### config.mk
export PLATFORM = sky130hd
export DESIGN_NAME = pwr_seq_ctrl
export DESIGN_NICKNAME = d
export VERILOG_FILES = /design/src/rtl/pwr_seq_pkg.sv /design/src/rtl/pwr_wake_sync.sv /design/src/rtl/pwr_tick_gen.sv /design/src/rtl/pwr_rst_timer.sv /design/src/rtl/pwr_seq_fsm.sv /design/src/rtl/pwr_seq_ctrl.sv
export SDC_FILE = /design/constraint.sdc
export NUM_CORES = 1
export LEC_CHECK = 0
export ABC_AREA = 1
export BUFFER_PORTS_ARGS = -buffer_cell sky130_fd_sc_hd__buf_2
export CORE_MARGIN = 2
export CORE_UTILIZATION = 50
export CTS_CLUSTER_DIAMETER = 100
export CTS_CLUSTER_SIZE = 14
export DETAILED_ROUTE_END_ITERATION = 7
export GPL_ROUTABILITY_DRIVEN = 1
export PLACE_DENSITY = 0.67
export SLEW_MARGIN = 20
export SYNTH_ARGS = -nofsm -noshare
export SYNTH_HDL_FRONTEND = slang
export SYNTH_SLANG_ARGS = --single-unit
### constraint.sdc
create_clock -name clk_i -period 2.44 [get_ports clk_i]
set_clock_uncertainty 0.05 [all_clocks]
set_input_delay 0.366 -clock clk_i [delete_from_list [all_inputs] [get_ports clk_i]]
set_output_delay 0.366 -clock clk_i [all_outputs]
set_load 0.01 [all_outputs]
### src/rtl/pwr_seq_pkg.sv
package pwr_seq_pkg;
  typedef enum logic [1:0] {
    ST_STANDBY = 2'd0,
    ST_RAMP    = 2'd1,
    ST_WAIT_PG = 2'd2,
    ST_ON      = 2'd3
  } seq_state_e;
endpackage

### src/rtl/pwr_wake_sync.sv
module pwr_wake_sync #(
  parameter int N_PINS = 3
) (
  input  logic              clk_i,
  input  logic              rst_ni,
  input  logic [N_PINS-1:0] pins_i,
  output logic              lvl_o,
  output logic              rise_o
);
  logic [N_PINS-1:0] sync_q;
  logic              lvl_prev_q;

  for (genvar g = 0; g < N_PINS; g++) begin : g_pin
    logic meta_q;
    always_ff @(posedge clk_i or negedge rst_ni) begin
      if (!rst_ni) begin
        meta_q    <= 1'b0;
        sync_q[g] <= 1'b0;
      end else begin
        meta_q    <= pins_i[g];
        sync_q[g] <= meta_q;
      end
    end
  end

  assign lvl_o = |sync_q;

  always_ff @(posedge clk_i or negedge rst_ni) begin
    if (!rst_ni) lvl_prev_q <= 1'b0;
    else         lvl_prev_q <= lvl_o;
  end

  assign rise_o = lvl_o & ~lvl_prev_q;
endmodule

### src/rtl/pwr_tick_gen.sv
module pwr_tick_gen #(
  parameter int PRESCALE = 20000
) (
  input  logic clk_i,
  input  logic rst_ni,
  input  logic run_i,
  output logic tick_o
);
  localparam int PW = (PRESCALE > 1) ? $clog2(PRESCALE) : 1;
  localparam logic [PW-1:0] PRE_LAST = PW'(PRESCALE - 1);

  logic [PW-1:0] pre_q;

  assign tick_o = run_i && (pre_q == PRE_LAST);

  always_ff @(posedge clk_i or negedge rst_ni) begin
    if (!rst_ni)     pre_q <= '0;
    else if (!run_i) pre_q <= '0;
    else if (tick_o) pre_q <= '0;
    else             pre_q <= pre_q + PW'(1);
  end
endmodule

### src/rtl/pwr_rst_timer.sv
module pwr_rst_timer #(
  parameter int T_SHORT = 100,
  parameter int T_LONG  = 250
) (
  input  logic clk_i,
  input  logic rst_ni,
  input  logic run_i,
  input  logic tick_i,
  input  logic long_i,
  output logic rel_o
);
  localparam int CW = $clog2(((T_LONG > T_SHORT) ? T_LONG : T_SHORT) + 1);

  logic [CW-1:0] cnt_q;
  logic [CW-1:0] lim;
  logic          done_q;

  assign lim = long_i ? CW'(T_LONG) : CW'(T_SHORT);

  always_ff @(posedge clk_i or negedge rst_ni) begin
    if (!rst_ni) begin
      cnt_q  <= '0;
      done_q <= 1'b0;
    end else if (!run_i) begin
      cnt_q  <= '0;
      done_q <= 1'b0;
    end else if (tick_i && !done_q) begin
      if (cnt_q == lim - CW'(1)) begin
        cnt_q  <= '0;
        done_q <= 1'b1;
      end else begin
        cnt_q <= cnt_q + CW'(1);
      end
    end
  end

  // release drops in the same cycle the run condition fails
  assign rel_o = done_q & run_i;
endmodule

### src/rtl/pwr_seq_fsm.sv
module pwr_seq_fsm
  import pwr_seq_pkg::*;
(
  input  logic       clk_i,
  input  logic       rst_ni,
  input  logic       wake_rise_i,
  input  logic       wake_lvl_i,
  input  logic       pg_i,
  input  logic       rel_i,
  output seq_state_e state_o,
  output logic       booted_o
);
  seq_state_e state_q, state_d;

  always_comb begin
    state_d = state_q;
    unique case (state_q)
      ST_STANDBY: if (wake_rise_i) state_d = ST_RAMP;
      ST_RAMP, ST_WAIT_PG: begin
        if (pg_i)             state_d = ST_ON;
        else if (!wake_lvl_i) state_d = ST_STANDBY;
        else if (rel_i)       state_d = ST_WAIT_PG;
        else                  state_d = ST_RAMP;
      end
      ST_ON:      if (!pg_i) state_d = ST_STANDBY;
      default:    state_d = ST_STANDBY;
    endcase
  end

  always_ff @(posedge clk_i or negedge rst_ni) begin
    if (!rst_ni) begin
      state_q  <= ST_STANDBY;
      booted_o <= 1'b0;
    end else begin
      state_q <= state_d;
      if (state_d == ST_ON)           booted_o <= 1'b1;
      else if (state_d == ST_STANDBY) booted_o <= 1'b0;
    end
  end

  assign state_o = state_q;
endmodule

### src/rtl/pwr_seq_ctrl.sv
module pwr_seq_ctrl
  import pwr_seq_pkg::*;
#(
  parameter int N_WAKE      = 3,
  parameter int N_RAILS     = 4,
  parameter int N_FAULTS    = 4,
  parameter int PRESCALE    = 20000,
  parameter int TICKS_100MS = 100,
  parameter int TICKS_250MS = 250
) (
  input  logic                clk_i,
  input  logic                rst_ni,
  input  logic [N_WAKE-1:0]   wake_i,
  input  logic                pg_i,
  input  logic                pad_ok_i,
  input  logic [N_FAULTS-1:0] fault_i,
  output logic [N_RAILS-1:0]  rail_en_o,
  output logic                rst_no,
  output logic                soft_rst_o,
  output logic [1:0]          dbg_state_o
);
  logic       wake_lvl, wake_rise;
  logic       rails_on, run, tick, rel, booted;
  seq_state_e state;

  pwr_wake_sync #(.N_PINS(N_WAKE)) u_wake (
    .clk_i  (clk_i),
    .rst_ni (rst_ni),
    .pins_i (wake_i),
    .lvl_o  (wake_lvl),
    .rise_o (wake_rise)
  );

  pwr_seq_fsm u_fsm (
    .clk_i       (clk_i),
    .rst_ni      (rst_ni),
    .wake_rise_i (wake_rise),
    .wake_lvl_i  (wake_lvl),
    .pg_i        (pg_i),
    .rel_i       (rel),
    .state_o     (state),
    .booted_o    (booted)
  );

  // power-good loss kills the rails without waiting for the state edge
  assign rails_on = (state != ST_STANDBY) && !((state == ST_ON) && !pg_i);
  assign run      = rails_on && pad_ok_i && !(|fault_i);

  pwr_tick_gen #(.PRESCALE(PRESCALE)) u_tick (
    .clk_i  (clk_i),
    .rst_ni (rst_ni),
    .run_i  (run),
    .tick_o (tick)
  );

  pwr_rst_timer #(.T_SHORT(TICKS_100MS), .T_LONG(TICKS_250MS)) u_timer (
    .clk_i  (clk_i),
    .rst_ni (rst_ni),
    .run_i  (run),
    .tick_i (tick),
    .long_i (booted),
    .rel_o  (rel)
  );

  assign rail_en_o   = {N_RAILS{rails_on}};
  assign rst_no      = rel;
  assign soft_rst_o  = (state == ST_STANDBY);
  assign dbg_state_o = state;
endmodule

### After elaboration in Yosys (flattened, before gate mapping)

Index checks and enable logic that the tools add are counted.

| storage, ports and cells | value |
|---|---|
| register bits | 34 |
| input bits | 11 |
| output and inout bits | 8 |
| logic and storage cells | 61 |

| cells by class | value |
|---|---|
| $add $sub $neg | 3 |
| equal/unequal tests | 8 |
| multiplexer cells | 17 |
| bitwise operators | 3 |
| reduce and logical (&&, ||, !) cells | 18 |

Operator list:

| operator | count |
|---|---|
| $mux 8 | 4 |
| $mux 15 | 2 |
| $add 15x1->15 const B | 1 |
| $eq 15x15->1 const B | 1 |
| $mux 2 | 5 |
| $add 8x1->8 const B | 1 |
| $eq 8x8->1 | 1 |
| $sub 8x1->8 const B | 1 |
| $eq 2x2->1 const B | 3 |
| $logic_and 1x1->1 | 6 |
| $pmux 2 s3 | 1 |
| $mux 1 | 5 |
| $logic_not 1->1 | 4 |
| $logic_not 2->1 | 2 |
| $ne 2x1->1 const B | 2 |
| $reduce_bool 2->1 | 2 |
| $reduce_or 4->1 | 1 |
| $reduce_or 3->1 | 1 |
| $and 1x1->1 | 2 |
| $eq 2x1->1 const B | 1 |
| $reduce_and 2->1 | 1 |
| $reduce_or 2->1 | 1 |
| $not 1->1 | 1 |

### Depth between registers and ports, before layout

Gate-level depths: netlist of the first run.

| depth | value |
|---|---|
| word-level depth | 14 |
| mapped depth | 12 |
| depth with buffers taken out | 11 |

### By module

A second synthesis of the first run with hierarchy kept.

| second synthesis, totals | value |
|---|---|
| cell total of the unflattened synthesis | 237 |
| area total of the unflattened synthesis | 1925.6 sq um |

Modules (own cells, without submodules):

| module | times used | cells each | area each (sq um) | seq. area each (sq um) |
|---|---|---|---|---|
| pwr_tick_gen | 1 | 106 | 838.3 | 375.4 |
| pwr_rst_timer | 1 | 74 | 590.6 | 225.2 |
| pwr_seq_fsm | 1 | 30 | 216.5 | 75.1 |
| pwr_wake_sync | 1 | 11 | 197.7 | 175.2 |
| pwr_seq_ctrl | 1 | 16 | 82.6 | 0.0 |

### Least setup slack after synthesis of the first run

OpenSTA, ideal clock, no wires.

| timing path | value |
|---|---|
| kind | reg-to-reg |
| from | register u_fsm.state_q[0] (netlist: u_fsm.state_o[0]) |
| to | register u_fsm.booted_o |
| arrival time | 2.167 ns |
| required time | 2.265 ns |
| setup slack | 0.098 ns |
| cell stages (with the launch flop) | 12 |
| path buffers | 1 |
| clock period less this slack | 2.342 ns |
| cell sequence | dfrtp_1 > inv_1 > ha_1 > inv_1 > nand2_4 > nor2_8 > nand2_1 > buf_4 > a21oi_1 > o21ai_0 > ha_1 > mux2_2 |

| on the way | value |
|---|---|
| elaborated cells on any way between the ends | 22 |
| classes of those cells | 4 x eq/ne; 7 x mux; 1 x bitwise; 10 x reduce/logical |

RTL lines:

| item | RTL line | RTL |
|---|---|---|
| start, declared | pwr_seq_fsm.sv:13 | `seq_state_e state_q, state_d;` |
| start signal, assigned | pwr_seq_fsm.sv:35 | `state_q <= state_d;` |
| $logic_not 2->1 * | - |  |
| via soft_rst_o | pwr_seq_ctrl.sv:19 | `output logic soft_rst_o,` |
| $pmux 2 s3 * | pwr_seq_fsm.sv:17 | `unique case (state_q)` |
| via u_fsm.state_d[0] | pwr_seq_fsm.sv:13 |  |
| $eq 2x2->1 or $logic_not 2->1 (tied branches) | pwr_seq_fsm.sv:36, pwr_seq_fsm.sv:37 |  |
| $mux 1 or $reduce_bool 2->1 (tied branches) | - |  |
| end signal, assigned | pwr_seq_fsm.sv:33 | `booted_o <= 1'b0;` |
| end signal, assigned | pwr_seq_fsm.sv:36 | `if (state_d == ST_ON) booted_o <= 1'b1;` |
| end signal, assigned | pwr_seq_fsm.sv:37 | `else if (state_d == ST_STANDBY) booted_o <= 1'b0;` |
| end, declared | pwr_seq_fsm.sv:11 | `output logic booted_o` |

The timed path passes the listed nets; every way through them passes the cells marked *.
A chain may end at the register's enable or synchronous reset.

### Worst setup path after layout of the first run

| timing path | value |
|---|---|
| from | register u_fsm.state_q[0] (netlist: u_fsm.state_o[0]) |
| to | register u_fsm.booted_o |

| on the way | value |
|---|---|
| word-level cells in the longest chain between the ends | 13 |
| elaborated cells on any way between the ends | 22 |
| classes of those cells | 4 x eq/ne; 7 x mux; 1 x bitwise; 10 x reduce/logical |

RTL lines:

| item | RTL line | RTL |
|---|---|---|
| $eq 2x2->1 | pwr_seq_fsm.sv:17, pwr_seq_ctrl.sv:46 |  |
| $logic_and 1x1->1 | pwr_seq_ctrl.sv:46 | `assign rails_on = (state != ST_STANDBY) && !((state == ST_ON) && !pg_i);` |
| $logic_not 1->1 | pwr_seq_ctrl.sv:46 |  |
| $logic_and 1x1->1 | pwr_seq_ctrl.sv:46 |  |
| $logic_and 1x1->1 (2 in series) | pwr_seq_ctrl.sv:47 | `assign run = rails_on && pad_ok_i && !(\|fault_i);` |
| $and 1x1->1 | pwr_rst_timer.sv:38 | `assign rel_o = done_q & run_i;` |
| $mux 2 | pwr_seq_fsm.sv:22 | `else if (rel_i) state_d = ST_WAIT_PG;` |
| $mux 2 | pwr_seq_fsm.sv:21 | `else if (!wake_lvl_i) state_d = ST_STANDBY;` |
| $mux 2 | pwr_seq_fsm.sv:20 | `if (pg_i) state_d = ST_ON;` |
| $pmux 2 s3 * | pwr_seq_fsm.sv:17 |  |
| via u_fsm.state_d[0] | pwr_seq_fsm.sv:13 |  |
| $eq 2x2->1 or $logic_not 2->1 (tied branches) | pwr_seq_fsm.sv:36, pwr_seq_fsm.sv:37 |  |
| $mux 1 or $reduce_bool 2->1 (tied branches) | - |  |

Marked as above.

==> run summary, run 1 <==
The area added between synthesis and finish was 9.700%. Yosys printed 0 warnings. The biggest fanout along the worst timing path was 8; the sequential-to-total area share from yosys stat was 46.45%. The combinational cell fraction of total power is 24.3%, and the total half-perimeter wirelength after legalization and detailed placement is 2.331 mm. The tree is rooted in a sky130_fd_sc_hd__clkbuf_4. Of the total power, the share spent switching nets is 30.39%. The final period demand of the worst path is 2.223 ns. The critical path goes through inv_1 -> ha_1 -> inv_2 -> nand2_4 -> nor2_8 -> nand2_1 -> a21oi_1 -> o21ai_0 -> ha_1 -> mux2_2. For the worst-skew pair, the clock arrives at the later sink with an insertion delay of 0.34 ns. The internal power component was 0.0009326 W. Among all flip-flop cells after synthesis, the most frequent one is sky130_fd_sc_hd__dfrtp_1. The net switching power figure came out at 0.0004071 W.

The run gives 0 as the number of buffers added to fix hold violations after cts. By startpoint and endpoint, the worst setup path is classified as flop to flop. Normalized max-slew margin: 50.96%. After synthesis, the cell types taking the most area are sky130_fd_sc_hd__dfrtp_1, sky130_fd_sc_hd__nand2_1, sky130_fd_sc_hd__inv_1, sky130_fd_sc_hd__nor2_1, sky130_fd_sc_hd__nand3_1. Of all cell types, the one taking the most synthesized area is sky130_fd_sc_hd__dfrtp_1. In this run the remaining antenna-violating nets after routing total 0. The synthesized netlist net count is 234, and the final hold slack is 0.03107 ns.

The required time at the worst-slack endpoint is 2.62 ns, and the global-route congestion overflow total is 0. The sum of routed wire length over all layers came out at 3.127 mm. The initial antenna violation count was 0; the detailed router's first-iteration violation count was 70. Power spread over the standard cell area amounts to 666.7 nW/um^2. For the pin with the worst max-slew slack, the measured transition is 0.7356 ns. The die covers 4163 sq um. The fraction of synthesized cell area taken by the top area cell type works out to 46.45%. The worst setup path is captured at a flop.

Entering global routing, the biggest net connects 35 pins. The final worst-path cycle share works out to 91.12%. The logs give 53.63% for the effective utilization at floorplan and 1832 sq um for the netlist area before placement. Setup repair after global routing left no endpoint under its margin.

Reported max-cap violation count: 0. TritonCTS built the clock tree. The run gives 0.8182 as the routability-driven placement congestion ratio. In the final routed layout, each cell accounts on average for 10.97 um. In this run the tool buffered the top-level ports with 18 buffer cells. The via count of the first global-routing pass was 1279. Among all cell types in the netlist, the one instantiated most often is sky130_fd_sc_hd__nand2_1.

The clock power share came out at 30.5%. The path class of the lowest-slack min-delay path is input pin to asynchronous set/reset pin. The number of hold-slack violations in the final timing report was 0. By count the netlist is led by sky130_fd_sc_hd__nand2_1, sky130_fd_sc_hd__dfrtp_1, sky130_fd_sc_hd__inv_1. After detailed routing, the number of remaining DRC violations is 0. Cell repeated most along the worst path: sky130_fd_sc_hd__ha_1. After clock tree synthesis, the setup repair step added 0 buffers. The largest incremental delay on the critical path was 0.39 ns. The synthesized area per cell works out to 8.403 sq um.

Summing the areas of all and, or, nand and nor instances in the mapped netlist gives 32.79% of the synthesized area. The floorplan step set the die width to 64.53 um. Setup violations remaining at the end of the flow were counted as 0. The tools report the maximum resistive drop on vdd as 0.3821 mV. After filler insertion, the fill cell instance count of the layout stands at 308.

The run gives 218 as the synthesized instance count. The logs give 19 for the number of ports placed on the die boundary and 2 for the maximum level of the CTS H-tree. The global-route total usage across every layer is 17.23%, and the adder-cell share of the synthesized area is 3.415%. The row count was 21; the share of cell area taken by muxes after synthesis was 0.6148%. Yosys mapped a number of flops with a built-in enable equal to 0.

The synthesized design contains 34 register bits. The power share of the sequential group was 45.2%; the length of the first detailed-routing pass in iterations was 4. The cell with the largest stage delay on the worst path is sky130_fd_sc_hd__dfrtp_1. Maximum buffer depth of the clock tree: 2.

After synthesis, the largest family of logic cells by area is simple AND/OR/NAND/NOR gates. The proportion of synthesized flip-flops having asynchronous set or reset was 100.0%. Summed over all failing endpoints, the final setup total negative slack is 0 ns. Data on the critical path arrives at its endpoint at 2.41 ns. The number of antenna diodes came out at 0. The synthesized netlist devotes 4.713% of its cell area to compound gates.

After the last flow step, the layout net total stands at 254. The area of the core is 3416 sq um. The wire length of the first global-routing pass is 5.526 mm, and the number of different library cells in the post-synthesis netlist is 31. Using the TritonRoute via totals, the vias-per-cell ratio works out to 4.681. Once placement finished, the instance area stood at 1931 sq um.

Buffers inserted during clock tree synthesis total 5. Detailed routing inserted a total of 1334 vias. The total number of clock tree sinks came out at 34. The vertical extent of the die was 64.53 um; the post-CTS clock slew at the launch and capture registers of the worst setup and hold paths was 0.11 ns. Of the total synthesized cell area, the portion taken by XOR and XNOR cells is 2.391%. The worst setup path is launched from a flop. For this design the static power due to leakage is 0.9807 nW. For this run, the top clock speed supported by timing is 449.8 MHz. The run finished with clean final reports. The max-slew violation count is 0. Once layout is done, the placed cells without fillers occupy 2009 sq um. Cells with a size suffix above 1 make up 19.25% of the layout.
[state kept, by name, indices dropped and copies added, names as in the netlist]
signal / cells
u_wake.lvl_prev_q: 1
u_wake.sync_q: 3
u_tick.pre_q: 15
u_timer.cnt_q: 8
u_wake.g_pin.meta_q: 3
u_fsm.state_o: 2
u_fsm.booted_o: 1
u_timer.done_q: 1
[layer usage]
metal	GRT usage, %	share of wire (%)	up-vias
li1	-	-	720
met1	23.22	51	592
met2	26.30	45	16
met3	5.208	3.1	6
met4	6.383	1.5	0
met5	0	0	-
[worst max-delay path: cells and delay by family (launching register included)]
| family | cells | cell delay [ns] |
|---|---|---|
| AO/OA/AOI/OAI | 2 | 0.26 |
| adder cells (fa/ha/maj) | 2 | 0.55 |
| buffers and inverters | 2 | 0.20 |
| flip-flops | 1 | 0.39 |
| multiplexers | 1 | 0.32 |
| AND/OR/NAND/NOR | 3 | 0.36 |
[kinds of logic (layout without fill, tap and decap cells)]
family                   count (synthesis)  in the layout
buffers and inverters                   37             58
multiplexers                             1              1
AO/OA/AOI/OAI                           15             15
XOR/XNOR                                 5              5
AND/OR/NAND/NOR                        121            121
flip-flops                              34             34
adder cells (fa/ha/maj)                  5              5
[repair_timing]
item                                    in CTS  in global routing
endpoints found under the setup margin       0                  1
resized for setup                            0                  1
endpoints found under the hold margin        0                  0
[layout by cell type (no fill, tap or decap), drive strengths merged]
cell and n:
nand2 57, dfrtp 34, inv 30, nor2 28, buf 20, nand3 17, nor3 8, a21oi 7
clkbuf 6, nor3b 6, ha 5, o21ai 5, xor2 3, and2 2, o21bai 2, xnor2 2
or2 1, nand4 1, o31ai 1, mux2 1, nand3b 1, bufinv 1, clkinvlp 1
[layout make-up]
cell class,instances,area (sq um),area share [%]
flip-flops and latches,34,850.8,42.34
well taps,46,57.56,2.864
multi-input cells,147,804.5,40.04
inverters,30,112.6,5.604
clock buffers,6,41.29,2.055
repair buffers,20,105.1,5.230
clock inverters,2,37.54,1.868
[power groups by stage]
stage	Clock (W)	Combinational (W)	Sequential, W
2_1_floorplan	0	0.000266	0.000619
3_3_place_gp	0	0.000318	0.000613
3_5_place_dp	0	0.000325	0.000615
4_1_cts	0.000421	0.000326	0.000605
5_1_grt	0.000450	0.000366	0.000607
6_report	0.000409	0.000326	0.000605
[metrics by stage]
step | instances | utilization, % | total power (W) | setup slack, ns
2_1_floorplan | 218 | - | 0.0008857 | 0.09848
3_3_place_gp | 277 | 56.52 | 0.0009311 | 0.2555
3_5_place_dp | 277 | 56.52 | 0.0009394 | 0.1946
4_1_cts | 285 | 58.83 | 0.001351 | 0.1749
5_1_grt | 285 | 58.83 | 0.001424 | 0.04889
6_report | 285 | 58.83 | 0.001340 | 0.2168
[path summary, 6_finish.rpt]
| path | to | cells past startpoint | slack, ns | start |
|---|---|---|---|---|
| min in group clk_i | u_wake.g_pin[0].meta_q | 1 | 0.08 | wake_i[0] |
| max | u_fsm.booted_o | 10 | 0.22 | u_fsm.state_o[0] |
| min reg2reg | u_wake.sync_q[0] | 0 | 0.31 | u_wake.g_pin[0].meta_q |
| max reg2reg | u_fsm.booted_o | 10 | 0.22 | u_fsm.state_o[0] |
| max in group asynchronous | u_wake.lvl_prev_q | 1 | 1.84 | rst_ni |
| min | u_timer.cnt_q[5] | 1 | 0.03 | rst_ni |
(Power assumes the default switching activity.)
==> inputs of run 2 (changes only) <==
- CORE_UTILIZATION: 50 -> 58
- GPL_TIMING_DRIVEN: default -> 0
- HOLD_SLACK_MARGIN: default -> 0.06
- PLACE_DENSITY: 0.67 -> 0.77
==> run 2 against run 1 <==
Net effect:
- final area rose by 5.4%
- sequential cell count did not move
- fmax fell by 2.4%
- worst hold slack improved by 0.061 ns
- setup slack got worse by 0.056 ns
- power rose by 5.1%
- non-clock buffer count rose by 12
- critical path depth rose by 1
- count of clock-buffer cells in the layout did not move
- sequential power barely moved
- critical endpoint unchanged
==> run summary, run 2 (synthesis results as in run 1) <==
Setup repair after global routing left no endpoint under its margin. The via density per instance works out to 4.878 (+4.2%). The routed via count is 1434 (+7.5%).

The final worst-path cycle share was 93.40% (+2.3 points). The area added between synthesis and finish works out to 15.64%. The most common library cell in the layout ignoring fill and taps is sky130_fd_sc_hd__nand2_1.

The tools report the cell at the root of the clock tree as sky130_fd_sc_hd__clkbuf_4. The vertical extent of the die came out at 60.20 um (-6.7%). Placed cell area: 1977 sq um (+2.4%). The power per standard cell area is 664.9 nW/um^2 (-0.27%).

The cell leakage power is 1.049 nW (+6.9%), and the final period demand of the worst path is 2.279 ns (+0.05563 ns). The overall die width works out to 60.20 um (-6.7%). The area of the core was 3028 sq um (-11%); the row count was 20 (-4.8%).

The logs give 30.0% (-0.5 points) for the clock power share and 3.185 mm (+1.9%) for the sum of routed wire length over all layers. The worst setup path is captured at a flop. The internal power component was 0.001008 W (+8.1%); the final net count was 266 (+4.7%).

The tools report the category of the worst setup path launch point as a flop. In the layout the commonest cells are sky130_fd_sc_hd__nand2_1, sky130_fd_sc_hd__dfrtp_1, sky130_fd_sc_hd__inv_1, sky130_fd_sc_hd__nor2_1, sky130_fd_sc_hd__buf_2. TritonCTS built the clock tree. The remaining design rule violation count is 0 (unchanged), and the biggest fanout along the worst timing path is 10 (+2). The total half-perimeter wirelength after legalization and detailed placement came out at 2.320 mm (-0.47%). The flip-flop count of the largest register after layout is 15 (unchanged), and the maximum resistive drop on vdd is 0.4299 mV (+12%). The tools report the net switching power figure as 0.0004004 W (-1.7%).

The number of buffers created by CTS was 5 (unchanged). The routability-driven placement congestion ratio was 0.8377 (+2.4%); the maximum level of the CTS H-tree was 2 (unchanged). The run gives 42.8% (-2.4 points) as the power share of the sequential group. Ranked by flip-flop count, first place goes to u_tick.pre_q.

The pin count of the biggest net entering global routing was 35 (unchanged). The net switching fraction of the power is 28.43% (-2.0 points). The average wire length per cell after detail routing came out at 10.83 um (-1.3%).

The length of the first detailed-routing pass in iterations is 5 (+1). Share of the core filled with cells in the final layout: 69.96% (+11 points). The number of antenna diodes is 0 (unchanged), and the global-route congestion overflow total is 0 (unchanged).

The initial antenna violation count came out at 0 (unchanged). Quantity of I/O buffers inserted on ports: 18 (unchanged). The flow ran to the end, and the final reports show no timing, DRC or antenna violations.

The fraction of layout instances using a drive strength above 1 works out to 22.00% (+2.8 points). For the effective utilization at floorplan, the log shows 60.50% (+6.9 points). The post-CTS clock slew at the launch and capture registers of the worst setup and hold paths works out to 0.10 ns (about the same). For the required time at the worst-slack endpoint, the log shows 2.62 ns (about the same). Remaining number of nets flagged by the antenna check after routing: 0 (unchanged). Path class of the lowest-slack min-delay path: input pin to flop. The logs give 0 (unchanged) for the final setup violation count and 0 (unchanged) for the number of hold-slack violations in the final timing report. The logs give 0.34 ns (about the same) for the clock latency on the worst-skew pair and 0 (unchanged) for the reported max-cap violation count. The tools report the wire length of the first global-routing pass as 5.319 mm (-3.7%). The run gives 27.2% (+2.9 points) as the combinational cell fraction of total power.

The transition at the pin with the smallest max-transition slack was 0.7316 ns (-0.003967 ns). The largest registers in the layout are u_tick.pre_q x15, u_timer.cnt_q x8. The normalized max-slew margin was 51.22% (+0.26 points). The tools report the setup TNS after final layout as 0 ns (unchanged). The maximum operating frequency was 438.8 MHz (-2.4%); the area enclosed by the die boundary was 3623 sq um (-13%).

For the maximum buffer depth of the clock tree, the log shows 2 (unchanged). For the arrival time of data at the critical path endpoint, the log shows 2.46 ns (+0.05 ns). The max-slew violation count came out at 0 (unchanged). The detailed router's first-iteration violation count was 48 (-31%).

The final design area excluding fillers was 2118 sq um (+5.4%); the number of ports placed on the die boundary was 19 (unchanged). The worst setup path category was flop to flop. Total number of clock tree sinks: 34 (unchanged). For the via count of the first global-routing pass, the log shows 1304 (+2.0%). The global-route total usage across every layer came out at 20.24% (+3.0 points).
run 2: layout make-up:
type | instances | area [sq um]
plain buffers | 7 | 63.81
clock buffers | 6 | 51.30
clock inverters | 1 | 30.03
fillers | 245 | 909.6
inverters | 30 | 112.6
multi-input cells | 147 | 804.5
flip-flops and latches | 34 | 850.8
well taps | 44 | 55.05
repair buffers | 25 | 150.1
run 2: metal layers:
layer / up-vias / global-route usage (%) / wire (um)
met5: - / 0 / 0
met2: 30 / 32.45 / 1486
li1: 744 / - / -
met1: 653 / 25.00 / 1505
met4: 0 / 8.254 / 57
met3: 7 / 6.710 / 135
run 2: timing repair:
item / in CTS / in global routing
resized for setup: 0 / 1
hold endpoints to repair: 34 / 2
hold buffers: 1 / 2
setup endpoints to repair: 0 / 2
setup buffers: 0 / 4
run 2: path summary, 6_finish.rpt:
| path | startpoint | end | slack [ns] | cells after the start |
|---|---|---|---|---|
| worst min register to register | u_wake.g_pin[2].meta_q | u_wake.sync_q[2] | 0.31 | 0 |
| worst max register to register | u_fsm.state_o[0] | u_fsm.booted_o | 0.16 | 11 |
| worst min-delay path | wake_i[0] | u_wake.g_pin[0].meta_q | 0.09 | 1 |
| min in group asynchronous | rst_ni | u_tick.pre_q[5] | 0.56 | 2 |
| max in group asynchronous | rst_ni | u_timer.cnt_q[6] | 1.31 | 2 |
| worst max-delay path | u_fsm.state_o[0] | u_fsm.booted_o | 0.16 | 11 |
run 2: power groups by stage:
stage | Combinational, W | Clock (W) | Sequential [W]
2_1_floorplan | 0.000266 | 0 | 0.000619
3_3_place_gp | 0.000372 | 0 | 0.000612
3_5_place_dp | 0.000380 | 0 | 0.000614
4_1_cts | 0.000383 | 0.000438 | 0.000603
5_1_grt | 0.000429 | 0.000453 | 0.000606
6_report | 0.000383 | 0.000423 | 0.000603
run 2: stage by stage:
step / worst slack [ns] / hold WS (ns) / instances / total power (W)
final: 0.1611 / 0.09254 / 294 / 0.001408
after global routing: 0.02526 / 0.06047 / 294 / 0.001487
after CTS: 0.03511 / 0.06826 / 288 / 0.001424
after detailed placement: 0.05251 / 0.2957 / 280 / 0.0009945
after global placement: 0.08832 / 0.2812 / 280 / 0.0009840
after floorplan: 0.09848 / 0.02041 / 218 / 0.0008857
run 2: critical path: stages (launching register included):
cell,delay [ns]
sky130_fd_sc_hd__dfrtp_1,0.38
sky130_fd_sc_hd__inv_1,0.08
sky130_fd_sc_hd__ha_1,0.23
sky130_fd_sc_hd__inv_2,0.11
sky130_fd_sc_hd__nand2_4,0.08
sky130_fd_sc_hd__nor2_8,0.12
sky130_fd_sc_hd__nand2_1,0.09
sky130_fd_sc_hd__buf_4,0.18
sky130_fd_sc_hd__a21oi_1,0.11
sky130_fd_sc_hd__o21ai_0,0.11
sky130_fd_sc_hd__ha_1,0.30
sky130_fd_sc_hd__mux2_2,0.32
